`src/rtl/nor_cfg_pkg.sv`:
```
package nor_cfg_pkg;

    localparam logic [7:0] OP_WREN    = 8'h06;
    localparam logic [7:0] OP_WRDI    = 8'h04;
    localparam logic [7:0] OP_RD_NV   = 8'hB5;
    localparam logic [7:0] OP_WR_NV   = 8'hB1;
    localparam logic [7:0] OP_RD_VOL  = 8'h85;
    localparam logic [7:0] OP_WR_VOL  = 8'h81;
    localparam logic [7:0] OP_RD_ENH  = 8'h65;
    localparam logic [7:0] OP_WR_ENH  = 8'h61;
    localparam logic [7:0] OP_RD_FLAG = 8'h70;
    localparam logic [7:0] OP_ARM     = 8'h66;
    localparam logic [7:0] OP_RST     = 8'h99;
    localparam logic [7:0] OP_A4_ON   = 8'hB7;
    localparam logic [7:0] OP_A4_OFF  = 8'hE9;
    localparam logic [7:0] OP_WR_SEG  = 8'hC5;

    localparam int SEG_SHIFT = 24;

    typedef enum logic [1:0] {
        PH_IDLE  = 2'd0,
        PH_READ  = 2'd1,
        PH_WRITE = 2'd2
    } phase_e;

    // REG_AUX means the flag byte for reads and the segment register for writes
    typedef enum logic [1:0] {
        REG_NV  = 2'd0,
        REG_VOL = 2'd1,
        REG_ENH = 2'd2,
        REG_AUX = 2'd3
    } reg_e;

endpackage

```
`src/rtl/nor_cfg_reset_map.sv`:
```
module nor_cfg_reset_map (
    input  logic [15:0] nv_word,
    output logic [7:0]  vol_img,
    output logic [7:0]  enh_img,
    output logic        a4_force,
    output logic        seg_load
);
    always_comb begin
        vol_img       = 8'h03;
        vol_img[3]    = (nv_word[11:9] != 3'b111);
        vol_img[7:4]  = nv_word[15:12];
        enh_img       = 8'h1F;
        enh_img[6]    = nv_word[2];
        enh_img[7]    = nv_word[3];
        a4_force      = ~nv_word[0];
        seg_load      = ~nv_word[1];
    end
endmodule

```
`src/rtl/nor_cfg_resp.sv`:
```
module nor_cfg_resp
    import nor_cfg_pkg::*;
(
    input  logic        clk,
    input  logic        rst_n,
    input  logic        in_read,
    input  reg_e        sel,
    input  logic [1:0]  idx,
    input  logic [15:0] nv_word,
    input  logic [7:0]  vol_cfg,
    input  logic [7:0]  enh_cfg,
    input  logic        addr4,
    output logic        rsp_valid,
    output logic [7:0]  rsp_byte
);
    logic [1:0] len;

    always_comb begin
        len       = (sel == REG_NV) ? 2'd2 : 2'd1;
        rsp_valid = in_read && (idx < len);
        rsp_byte  = 8'h00;
        if (rsp_valid) begin
            case (sel)
                REG_NV:  rsp_byte = (idx == 2'd0) ? nv_word[7:0] : nv_word[15:8];
                REG_VOL: rsp_byte = vol_cfg;
                REG_ENH: rsp_byte = enh_cfg;
                default: rsp_byte = {1'b1, 6'b000000, addr4};
            endcase
        end
    end

    // no response byte is offered past the second slot
    a_r2_within_count: assert property (@(posedge clk) disable iff (!rst_n)
        rsp_valid |-> (idx <= 2'd1));
endmodule

```
`src/rtl/nor_cfg_unit.sv`:
```
module nor_cfg_unit
    import nor_cfg_pkg::*;
#(
    parameter int unsigned ARRAY_BYTES = 32'h0400_0000,
    parameter int          SEG_W       = 8,
    parameter logic [15:0] NV_DEFAULT  = 16'h8FFF
) (
    input  logic             clk,
    input  logic             rst_n,
    input  logic             cs_n,
    input  logic             op_valid,
    input  logic [7:0]       op_code,
    input  logic             dat_valid,
    input  logic [7:0]       dat_byte,
    output logic             rsp_valid,
    output logic [7:0]       rsp_byte,
    output logic             wel,
    output logic             addr4_mode,
    output logic [SEG_W-1:0] seg_addr,
    output logic [7:0]       vol_cfg,
    output logic [7:0]       enh_cfg,
    output logic             soft_rst
);
    localparam int unsigned SEG_COUNT = ARRAY_BYTES >> SEG_SHIFT;
    localparam logic [SEG_W-1:0] SEG_TOP =
        (SEG_COUNT == 0) ? '0 : SEG_W'(SEG_COUNT - 1);

    typedef struct packed {
        phase_e           phase;
        reg_e             sel;
        logic [1:0]       cnt;
        logic [7:0]       lo;
        logic             armed;
        logic             wel;
        logic             addr4;
        logic [SEG_W-1:0] seg;
        logic [15:0]      nv;
        logic [7:0]       vol;
        logic [7:0]       enh;
        logic             srst;
    } st_t;

    st_t q, d, por;

    logic [7:0] live_vol, live_enh, por_vol, por_enh;
    logic       live_a4, live_seg, por_a4, por_seg;

    nor_cfg_reset_map live_map_i (
        .nv_word (q.nv),
        .vol_img (live_vol),
        .enh_img (live_enh),
        .a4_force(live_a4),
        .seg_load(live_seg)
    );

    nor_cfg_reset_map por_map_i (
        .nv_word (NV_DEFAULT),
        .vol_img (por_vol),
        .enh_img (por_enh),
        .a4_force(por_a4),
        .seg_load(por_seg)
    );

    always_comb begin
        por       = '0;
        por.phase = PH_IDLE;
        por.sel   = REG_NV;
        por.nv    = NV_DEFAULT;
        por.vol   = por_vol;
        por.enh   = por_enh;
        por.addr4 = por_a4;
        por.seg   = por_seg ? SEG_TOP : '0;
    end

    always_comb begin
        d      = q;
        d.srst = 1'b0;
        if (cs_n) begin
            d.phase = PH_IDLE;
            d.cnt   = 2'd0;
        end else if (op_valid) begin
            d.phase = PH_IDLE;
            d.cnt   = 2'd0;
            d.armed = (op_code == OP_ARM);
            case (op_code)
                OP_WREN:    d.wel   = 1'b1;
                OP_WRDI:    d.wel   = 1'b0;
                OP_A4_ON:   d.addr4 = 1'b1;
                OP_A4_OFF:  d.addr4 = 1'b0;
                OP_RD_NV:   begin d.phase = PH_READ; d.sel = REG_NV;  end
                OP_RD_VOL:  begin d.phase = PH_READ; d.sel = REG_VOL; end
                OP_RD_ENH:  begin d.phase = PH_READ; d.sel = REG_ENH; end
                OP_RD_FLAG: begin d.phase = PH_READ; d.sel = REG_AUX; end
                OP_WR_NV:   if (q.wel) begin d.phase = PH_WRITE; d.sel = REG_NV;  end
                OP_WR_VOL:  if (q.wel) begin d.phase = PH_WRITE; d.sel = REG_VOL; end
                OP_WR_ENH:  if (q.wel) begin d.phase = PH_WRITE; d.sel = REG_ENH; end
                OP_WR_SEG:  if (q.wel) begin d.phase = PH_WRITE; d.sel = REG_AUX; end
                OP_RST: begin
                    if (q.armed) begin
                        d.vol  = live_vol;
                        d.enh  = live_enh;
                        d.wel  = 1'b0;
                        d.srst = 1'b1;
                        if (live_a4)  d.addr4 = 1'b1;
                        if (live_seg) d.seg   = SEG_TOP;
                    end
                end
                default: ;
            endcase
        end else if (dat_valid) begin
            case (q.phase)
                PH_READ: begin
                    if (q.cnt != 2'd3) d.cnt = q.cnt + 2'd1;
                end
                PH_WRITE: begin
                    d.phase = PH_IDLE;
                    case (q.sel)
                        REG_NV: begin
                            if (q.cnt == 2'd0) begin
                                d.lo    = dat_byte;
                                d.cnt   = 2'd1;
                                d.phase = PH_WRITE;
                            end else begin
                                d.nv = {dat_byte, q.lo};
                            end
                        end
                        REG_VOL: d.vol = dat_byte;
                        REG_ENH: d.enh = dat_byte;
                        default: d.seg = dat_byte[SEG_W-1:0];
                    endcase
                end
                default: ;
            endcase
        end
    end

    always_ff @(posedge clk or negedge rst_n) begin
        if (!rst_n) q <= por;
        else        q <= d;
    end

    nor_cfg_resp resp_i (
        .clk      (clk),
        .rst_n    (rst_n),
        .in_read  (q.phase == PH_READ),
        .sel      (q.sel),
        .idx      (q.cnt),
        .nv_word  (q.nv),
        .vol_cfg  (q.vol),
        .enh_cfg  (q.enh),
        .addr4    (q.addr4),
        .rsp_valid(rsp_valid),
        .rsp_byte (rsp_byte)
    );

    assign wel        = q.wel;
    assign addr4_mode = q.addr4;
    assign seg_addr   = q.seg;
    assign vol_cfg    = q.vol;
    assign enh_cfg    = q.enh;
    assign soft_rst   = q.srst;

    // the nonvolatile word only moves while the latch was set
    a_r4_nv_needs_wel: assert property (@(posedge clk) disable iff (!rst_n)
        !$stable(q.nv) |-> $past(q.wel));

    // a reset pulse is always the answer to a reset opcode
    a_r7_pulse_after_opcode: assert property (@(posedge clk) disable iff (!rst_n)
        soft_rst |-> $past(!cs_n && op_valid && op_code == OP_RST));

    // reset leaves the latch cleared
    a_r11_reset_drops_wel: assert property (@(posedge clk) disable iff (!rst_n)
        soft_rst |-> !wel);

    // fixed low bits of the volatile register after reset
    a_r8_vol_fixed_bits: assert property (@(posedge clk) disable iff (!rst_n)
        soft_rst |-> (vol_cfg[1:0] == 2'b11 && vol_cfg[2] == 1'b0));

    // fixed low bits of the enhanced register after reset
    a_r9_enh_fixed_bits: assert property (@(posedge clk) disable iff (!rst_n)
        soft_rst |-> (enh_cfg[4:0] == 5'h1F && enh_cfg[5] == 1'b0));

    // a deselect ends any response
    a_r5_deselect_quiet: assert property (@(posedge clk) disable iff (!rst_n)
        cs_n |=> !rsp_valid);
endmodule

```
`config.mk`:
```
export PLATFORM = sky130hd
export DESIGN_NAME = nor_cfg_unit
export DESIGN_NICKNAME = d
export VERILOG_FILES = /design/src/rtl/nor_cfg_pkg.sv /design/src/rtl/nor_cfg_reset_map.sv /design/src/rtl/nor_cfg_resp.sv /design/src/rtl/nor_cfg_unit.sv
export SDC_FILE = /design/constraint.sdc
export NUM_CORES = 1
export LEC_CHECK = 0
export ABC_AREA = 1
export BUFFER_PORTS_ARGS = -buffer_cell sky130_fd_sc_hd__buf_2
export CORE_AREA = 2 2 81 83
export CTS_CLUSTER_DIAMETER = 60
export DETAILED_ROUTE_END_ITERATION = 12
export DIE_AREA = 0 0 83 85
export GPL_ROUTABILITY_DRIVEN = 0
export PLACE_DENSITY_LB_ADDON = 0.12
export SETUP_SLACK_MARGIN = 0.2
export SLEW_MARGIN = 30
export SYNTH_ARGS = -nofsm -noshare
export SYNTH_HDL_FRONTEND = slang
export SYNTH_SLANG_ARGS = --single-unit
```
`constraint.sdc`:
```
create_clock -name clk -period 1.85 [get_ports clk]
set_input_delay 0 -clock clk [delete_from_list [all_inputs] [get_ports clk]]
set_output_delay 0 -clock clk [all_outputs]
set_load 0.02 [all_outputs]
```
==> summary.md, run 1 <==
IR analysis of the VDD net gives a maximum drop of 0.000704 V. The final hold violation count is 0. Hold timing on the final database bottoms out at a slack of 0.0642 ns. The area share of the largest cell type after synthesis works out to 25.5%.

The initial utilization of the core area, before any placement, comes to 55.3%. Counting every net in the synthesized netlist gives 469. The cell type group with the largest total delay on the critical path was flip-flops. The die outline height came out at 85 µm. For this run, design rule violations remaining after detail routing come to 0. The flow ran to the end, and the final reports show no timing, DRC or antenna violations. Summing every instance area after synthesis gives 0.00343 mm². The synthesized design contains 58 register bits. In this design, the stage delay of the slowest critical-path cell is 0.41 ns. In this run the worst path has a maximum fanout of 8. The synthesized design spends more area on one cell type than any other, namely sky130_fd_sc_hd__dfrtp_1.

Relative to the synthesized area, the layout overhead comes to 23.3%. The count of vias placed by the detailed router was 3052; the relative slew slack was 72.6%. Counting flops with an async set or reset pin after synthesis yields a share of 100%. For this run, the detailed router's first-pass iteration total came to 5. For the placeable core region, the log shows 0.00620 mm². The clock root buffer master is sky130_fd_sc_hd__clkbuf_8. The via count of the first global-routing pass is 2968. The clock period could shrink to 1.76 ns. The first routing iteration left 194 violations. The number of enable-type register cells in the synthesized netlist is 0, and the number of CTS-inserted buffers is 9.

Ranked by total cell area, the synthesized netlist is headed by sky130_fd_sc_hd__dfrtp_1, sky130_fd_sc_hd__dfstp_2, sky130_fd_sc_hd__nand2_1. The cell total after placement was 555. Final cycle utilization of the critical path: 95.2%. Data on the critical path is required at its endpoint by 1.85 ns. The number of cells on the worst reg-to-reg path is 11. The initial antenna violation count is 0, and the post-detailed-routing wire length is 8490 µm.

Setup violations remaining at the end of the flow were counted as 0. Total non-filler cell area in the finished layout: 0.00423 mm². Clock-pin slew was measured on the worst setup and hold paths at 0.07 ns.

CTS built an H-tree with a depth of 3. The run gives 0 as the antenna diode count. The clock passes through at most 2 buffers. sky130_fd_sc_hd__nand2_1 is the most common cell in the netlist. In the final routed layout, each cell accounts on average for 14.3 µm.

TritonCTS built the clock tree. Setup repair after global routing could not meet its margin everywhere. Entering global routing, the biggest net connects 26 pins.

The slowest stage of the critical path belongs to the cell sky130_fd_sc_hd__dfrtp_1. Summed over all layers, the global routing overflow is 0. The logs give 592 for the post-layout instance count excluding filler cells and 33 for the number of unique standard cell types used by synthesis. The run gives 0 as the number of warning messages in the yosys log. Type of destination of the critical path: an output port.

The max capacitance violation total is 0, and the achievable clock frequency is 568 MHz. The placed instances occupy a cell area of 0.00367 mm². The logs give 6110 µm for the detailed placer's ending HPWL and 2.19 nW for the leakage power total. In this run the power density over the cells is 803 mW/mm².

For the pin with the worst max-slew slack, the measured transition is 0.411 ns. In this run the mean area of a mapped cell was 7.74 µm². The kind of path behind the tightest hold check is in -> reg.

The floorplan has 29 rows. Utilization after layout: 68.2%. The cell count along the critical path is 9, and the insertion delay of the later-clocked pin in the worst-skew pair is 0.34 ns. The final number of max-transition violations came out at 0. The signal on the critical path passes through nor2_4 > inv_4 > ha_4 > o21ai_4 > nand2_4 > inv_2 > o21ai_2 > a31oi_4 > buf_6. The setup path with the least slack is of type reg -> out. The post-route netlist has 33.8% of its cells at a drive strength greater than 1.

After detailed routing, the number of vias per cell comes to 5.16. The count of buffering cells on the critical path with inverters included was 3. The count of buffers inserted at the top-level ports is 56. For this run, the total global-route usage over all layers was measured as 25.2%. The worst hold path was traced through 4 stages.

After synthesis, the most frequently instantiated cells are sky130_fd_sc_hd__nand2_1, sky130_fd_sc_hd__inv_1, sky130_fd_sc_hd__o21ai_0. The tools report the global-route wire length before repair as 14200 µm. The share of the Yosys chip area taken by registers is 43.2%. The most used flip-flop cell after synthesis is sky130_fd_sc_hd__dfrtp_1.

For this design the top-level I/O count stands at 57. For the final database, setup skew stands at 0.00762 ns. Clock tree synthesis found a total of 58 sinks. The count of nets left with antenna violations once routing finished came out at 0.

Summed over all failing endpoints, the final setup total negative slack is 0 ns. The width of the die is 83 µm, and the total die area is 0.00706 mm². At the worst endpoint, the arrival time is 1.76 ns. The tools report the nature of the critical path startpoint as a flip-flop. The instance count of the mapped netlist was 443. After the last flow step, the layout net total stands at 536.
==> power by group <==
part | total [W] | switching [W] | internal, W
Combinational | 0.000548 | 0.000327 | 0.000220
Sequential | 0.00154 | 0.0000964 | 0.00144
Clock | 0.00131 | 0.000519 | 0.000791
==> registers in the layout (all words and copies together), names as in the netlist <==
signal,flops
q,31
enh_cfg,8
seg_addr,8
vol_cfg,8
addr4_mode,1
soft_rst,1
wel,1
==> per-stage QoR <==
stage	total power, W	setup WS [ns]
after floorplan	0.00187	0.209
after global placement	0.00201	0.186
after detailed placement	0.00202	0.148
after CTS	0.00338	0.0946
after global routing	0.00355	0.0238
final	0.00339	0.0882
==> area by class of cell <==
| type | count | area [µm²] |
|---|---|---|
| inverters | 47 | 189 |
| well taps | 77 | 96.3 |
| repair buffers | 87 | 578 |
| multi-input cells | 307 | 1670 |
| flip-flops and latches | 58 | 1480 |
| clock inverters | 5 | 77.6 |
| fillers | 521 | 1980 |
| clock buffers | 11 | 141 |
==> logic make-up after synthesis <==
family	after synthesis	synth area share, %
flip-flops	58	43.2
adder cells (fa/ha/maj)	5	1.82
buffers and inverters	79	12.2
AND/OR/NAND/NOR	233	30.3
AO/OA/AOI/OAI	61	10.0
multiplexers	7	2.52
==> layer usage <==
layer | up-vias | wire (µm) | GRT usage (%)
met5 | - | 0 | 0
met4 | 0 | 121 | 9.24
met3 | 12 | 363 | 5.54
met2 | 84 | 3990 | 39.1
met1 | 1425 | 4010 | 35.0
li1 | 1531 | - | -
==> repair_timing <==
| action | 4_1_cts | 5_1_grt |
|---|---|---|
| resized for setup | 27 | 28 |
| cloned | 0 | 1 |
| pin swaps | 10 | 12 |
| hold buffers | 10 | 0 |
| setup endpoints to repair | 31 | 38 |
| hold endpoints to repair | 30 | 0 |
| buffers inserted | 7 | 3 |
==> layout by cell type, fill, tap and decap left out, types with 4 or more instances in the layout <==
| master | synthesis | routed |
|---|---|---|
| sky130_fd_sc_hd__nor2_4 | 7 | 9 |
| sky130_fd_sc_hd__buf_2 | 2 | 49 |
| sky130_fd_sc_hd__buf_6 | 3 | 4 |
| sky130_fd_sc_hd__clkbuf_8 | 0 | 10 |
| sky130_fd_sc_hd__dlygate4sd3_1 | 0 | 10 |
| sky130_fd_sc_hd__inv_1 | 40 | 35 |
| sky130_fd_sc_hd__nor2_2 | 1 | 5 |
| sky130_fd_sc_hd__o21ai_0 | 38 | 25 |
| sky130_fd_sc_hd__a31oi_1 | 8 | 6 |
| sky130_fd_sc_hd__nor2_1 | 36 | 30 |
| sky130_fd_sc_hd__nand4_1 | 6 | 6 |
| sky130_fd_sc_hd__buf_4 | 25 | 23 |
| sky130_fd_sc_hd__mux2_2 | 5 | 5 |
| sky130_fd_sc_hd__nand2_1 | 147 | 146 |
| sky130_fd_sc_hd__dfstp_2 | 23 | 23 |
| sky130_fd_sc_hd__o21ai_2 | 6 | 8 |
| sky130_fd_sc_hd__inv_2 | 5 | 8 |
| sky130_fd_sc_hd__a21oi_1 | 5 | 4 |
| sky130_fd_sc_hd__o21ai_1 | 2 | 12 |
| sky130_fd_sc_hd__dfrtp_1 | 35 | 35 |
| sky130_fd_sc_hd__nand3_1 | 26 | 26 |
==> worst min-delay path, cell delays in order <==
cell and delay [ns]:
sky130_fd_sc_hd__buf_2 0.13, sky130_fd_sc_hd__nand4_1 0.10, sky130_fd_sc_hd__nand3_1 0.08, sky130_fd_sc_hd__nand2_1 0.06
==> final timing paths <==
path | from | endpoint | slack (ns)
setup / recovery | q[54]$_DFFE_PN0P_ | rsp_byte[0] | 0.09
hold / removal | op_code[5] | addr4_mode$_DFFE_PN0P_ | 0.06
setup reg to reg | q[56]$_DFFE_PN0P_ | enh_cfg[5]$_DFFE_PN0P_ | 0.31
hold reg to reg | seg_addr[0]$_DFFE_PN0P_ | seg_addr[0]$_DFFE_PN0P_ | 0.48
max in group asynchronous | rst_n | enh_cfg[2]$_DFFE_PN1P_ | 1.04
min in group asynchronous | rst_n | addr4_mode$_DFFE_PN0P_ | 0.12
No activity file was read; power rests on OpenSTA's default activity.
==> run 2, diff against run 1 <==
CORE_AREA = 2 2 90 75   (was 2 2 81 83)
DIE_AREA = 0 0 92 77   (was 0 0 83 85)
RECOVER_POWER = 100   (was not set)
==> run 2 against run 1 <==
Effect of this change:
- the flow now finishes with violations (capacitance limit, slew limit)
- power is essentially flat
- register-to-register slack lost 0.03 ns
- final area shrank 0.59%
- critical endpoint is now rsp_byte[4]
==> summary.md, run 2 (same netlist as run 1, synthesis figures left out) <==
The run finished, with violations left. The checks that failed: capacitance limit, slew limit. The detailed-routed wire length on met2 is 3760 µm. The type of destination of the critical path is an output port. TritonCTS built the clock tree. The number of nets in the layout is 534. The initial antenna violation count came out at 0.

The endpoint identified for the worst register-to-register timing path is q[46]$_DFFE_PN0P_. The run gives 0 ns as the total negative slack for setup checks. Routed signal wires occupy layers up through met4. The cell type group with the largest total delay on the critical path was buffers and inverters. The smallest clock period supported by the final layout is computed as 1.85 ns. Before CTS, the worst setup slack after placement is 0.109 ns.

For this block, wires on met1 add up to 4320 µm. The detailed placer's ending HPWL was 6270 µm. Across all register-to-register paths, the minimum setup slack is 0.28 ns.

The worst-case IR drop observed on VDD is 0.000675 V. The logs give 0.00340 W for the total design power and 169 for the iteration-0 DRC count of the detailed router. The top cell types in the final layout, fill and taps aside, are sky130_fd_sc_hd__nand2_1, sky130_fd_sc_hd__inv_1, sky130_fd_sc_hd__nor2_1, sky130_fd_sc_hd__dfrtp_1, sky130_fd_sc_hd__clkbuf_1. Along the worst path, the maximum fanout reaches 6.

After detailed routing, the number of remaining DRC violations is 0. The tools report the number of fillers in the final layout as 529. The worst setup path is of the reg -> out kind. Ranked by flip-flop count, first place goes to q. In the global route stage, overall resource usage came out at 25.7%. Measured against its own limit, the worst slew margin works out to -2.63%.

The cell count of the worst reg-to-reg path works out to 6. The final critical path takes up 99.9% of the cycle. Count of vias placed by the detailed router: 3058. The final worst-path setup slack was 0.00202 ns; the number of vias per cell after detailed routing was 5.12. The first global-routing pass estimated 14100 µm of wire.

The tools report the placeable core region as 0.00618 mm². During placement, the flow inserted port buffers numbering 56. For this configuration, the core starts out at a cell density of 55.5%. For the worst-skew pair, the clock arrives at the later sink with an insertion delay of 0.34 ns. The register clock-pin slew on the reported worst setup and hold paths came out at 0.06 ns. The run gives 1 as the max capacitance violation total. Setup repair after global routing could not meet its margin everywhere. The maximum level of the CTS H-tree is 3, and the number of rows in the core area is 26. The area of combinational cells with multiple inputs was 0.00166 mm². Measured along the x axis, the die boundary spans 92 µm. Including well taps, the total number of placed cells is 561. For the via count of the first global-routing pass, the log shows 2861. The cell with the largest stage delay on the worst path is sky130_fd_sc_hd__dfrtp_1.

STA classifies the critical path startpoint as a flip-flop. In this run the cell area measured after placement is 0.00368 mm². CTS saw 58 sinks. In this design, the stage delay of the slowest critical-path cell is 0.41 ns. The library cell used most frequently in the layout, excluding fill and tap cells, is sky130_fd_sc_hd__nand2_1. The kind of path behind the tightest hold check was in -> reg. The path with the worst hold slack has its endpoint at addr4_mode$_DFFE_PN0P_.

The run gives 2 as the maximum number of buffers from clock root to sink. The signal on the critical path passes through nor2_4 > inv_4 > ha_4 > o21ai_2 > nand2_2 > buf_6 > a31oi_1 > buf_2. The met3 wire length is 477 µm, and the clock skew after layout is 0.00935 ns. Across the whole layout, storage elements account for 0.00148 mm². The data arrival time of the critical path is 1.85 ns, and the die outline height is 77 µm. Setup violations remaining at the end of the flow were counted as 0. Count of buffering cells on the critical path with inverters included: 3.

The area growth from synthesis to final layout is 22.6%, and the leakage power total is 2.05 nW. Power spread over the standard cell area amounts to 808 mW/mm². The count of nets left with antenna violations after detail routing was 0; the final number of max-transition violations was 29. The first TritonRoute pass finished after 4 iterations. At the pin with the least slew margin, the transition time is 1.54 ns. After detailed routing, the average wire length per cell comes to 14.4 µm.

In this run the most critical hold path is launched from op_code[5]. The number of CTS-inserted buffers came out at 9. The final layout contains routed wiring with a total length of 8630 µm. The finished cells cover 0.00420 mm².

The total overflow left after global routing is 0. The register with the most flip-flops in the layout has 31 of them. The total die area was 0.00708 mm²; the final hold violation count was 0. In this run the count of I/O pins placed on the die edge is 57. The beginning of the worst register-to-register path is q[54]$_DFFE_PN0P_. Clock tree synthesis selected as its root buffer the cell sky130_fd_sc_hd__clkbuf_8. Achievable clock frequency: 541 MHz.

The pin count of the biggest net entering global routing was 32; the fraction of layout cells with a size suffix above 1 was 26.9%. The post-layout instance count excluding filler cells was 597. Along the worst hold path, the cell count comes to 4. The data required time at the worst endpoint was 1.85 ns. 0 antenna diodes ended up in the layout.
==> run 2: changes by cell type in the layout (fill, tap and decap cells not counted), moves of 2 or more <==
cell and delta:
sky130_fd_sc_hd__buf_6 +4, sky130_fd_sc_hd__clkbuf_1 +28, sky130_fd_sc_hd__buf_2 -29, sky130_fd_sc_hd__o21ai_0 +2
sky130_fd_sc_hd__nor2_1 +5, sky130_fd_sc_hd__buf_4 -5, sky130_fd_sc_hd__nor2_2 -2, sky130_fd_sc_hd__a31oi_4 +3
sky130_fd_sc_hd__nor2_4 -3, sky130_fd_sc_hd__a31oi_1 -3, sky130_fd_sc_hd__inv_1 +2, sky130_fd_sc_hd__clkinv_2 -2
==> run 2: metrics by stage <==
step	hold slack (ns)	util [%]
2_1_floorplan	-0.296	-
3_3_place_gp	0.0580	59.6
3_5_place_dp	0.0720	59.6
4_1_cts	0.0571	67.0
5_1_grt	0.0845	68.0
6_report	0.0795	68.0
==> run 2: area by class of cell <==
cell class	instances	share of cell area (%)
clock inverter	4	1.79
sequential	58	35.2
multi-input combinational	307	39.4
tap	84	2.50
inverter	47	4.43
clock buffer	12	3.69
timing repair buffer	85	13.0
==> run 2: how the worst max path moves through the flow <==
stage | from | end | slack (ns) | depth (start not counted)
final | q[54]$_DFFE_PN0P_ | rsp_byte[4] | 0.002 | 8
after global routing | q[54]$_DFFE_PN0P_ | rsp_byte[4] | -0.09 | 8
after CTS | q[55]$_DFFE_PN0P_ | rsp_byte[5] | 0.002 | 8
after detailed placement | q[56]$_DFFE_PN0P_ | vol_cfg[3]$_DFFE_PN0P_ | 0.11 | 11
after global placement | q[56]$_DFFE_PN0P_ | vol_cfg[4]$_DFFE_PN0P_ | 0.17 | 11
after floorplan | q[54]$_DFFE_PN0P_ | rsp_byte[0] | 0.21 | 9
==> run 2: per-layer routing <==
metal  up-vias  global-route usage, %
li1       1528                      -
met1      1443                   37.9
met2        79                   36.9
met3         8                   8.35
met4         0                   6.12
met5         -                      0
==> run 2: repair_timing <==
action / 4_1_cts / 5_1_grt
cloned: 0 / 1
pin swaps: 4 / 4
hold endpoints to repair: 33 / 0
resized for setup: 21 / 29
setup buffers: 7 / 2
endpoints found under the setup margin: 38 / 45
hold buffers: 10 / 0
==> run 2: power by group <==
| group | total [W] | internal (W) | switching (W) |
|---|---|---|---|
| Combinational | 0.000515 | 0.000193 | 0.000322 |
| Sequential | 0.00154 | 0.00144 | 0.000101 |
| Clock | 0.00134 | 0.000832 | 0.000507 |
| Total | 0.00340 | 0.00247 | 0.000930 |
==> run 2: worst register-to-register path: stages, from the launching register on <==
cell                      delay [ns]
sky130_fd_sc_hd__dfrtp_1        0.41
sky130_fd_sc_hd__nor2_4         0.19
sky130_fd_sc_hd__inv_4          0.06
sky130_fd_sc_hd__buf_4          0.17
sky130_fd_sc_hd__nor2_8         0.12
sky130_fd_sc_hd__nand3_2        0.26
sky130_fd_sc_hd__o21ai_0        0.27
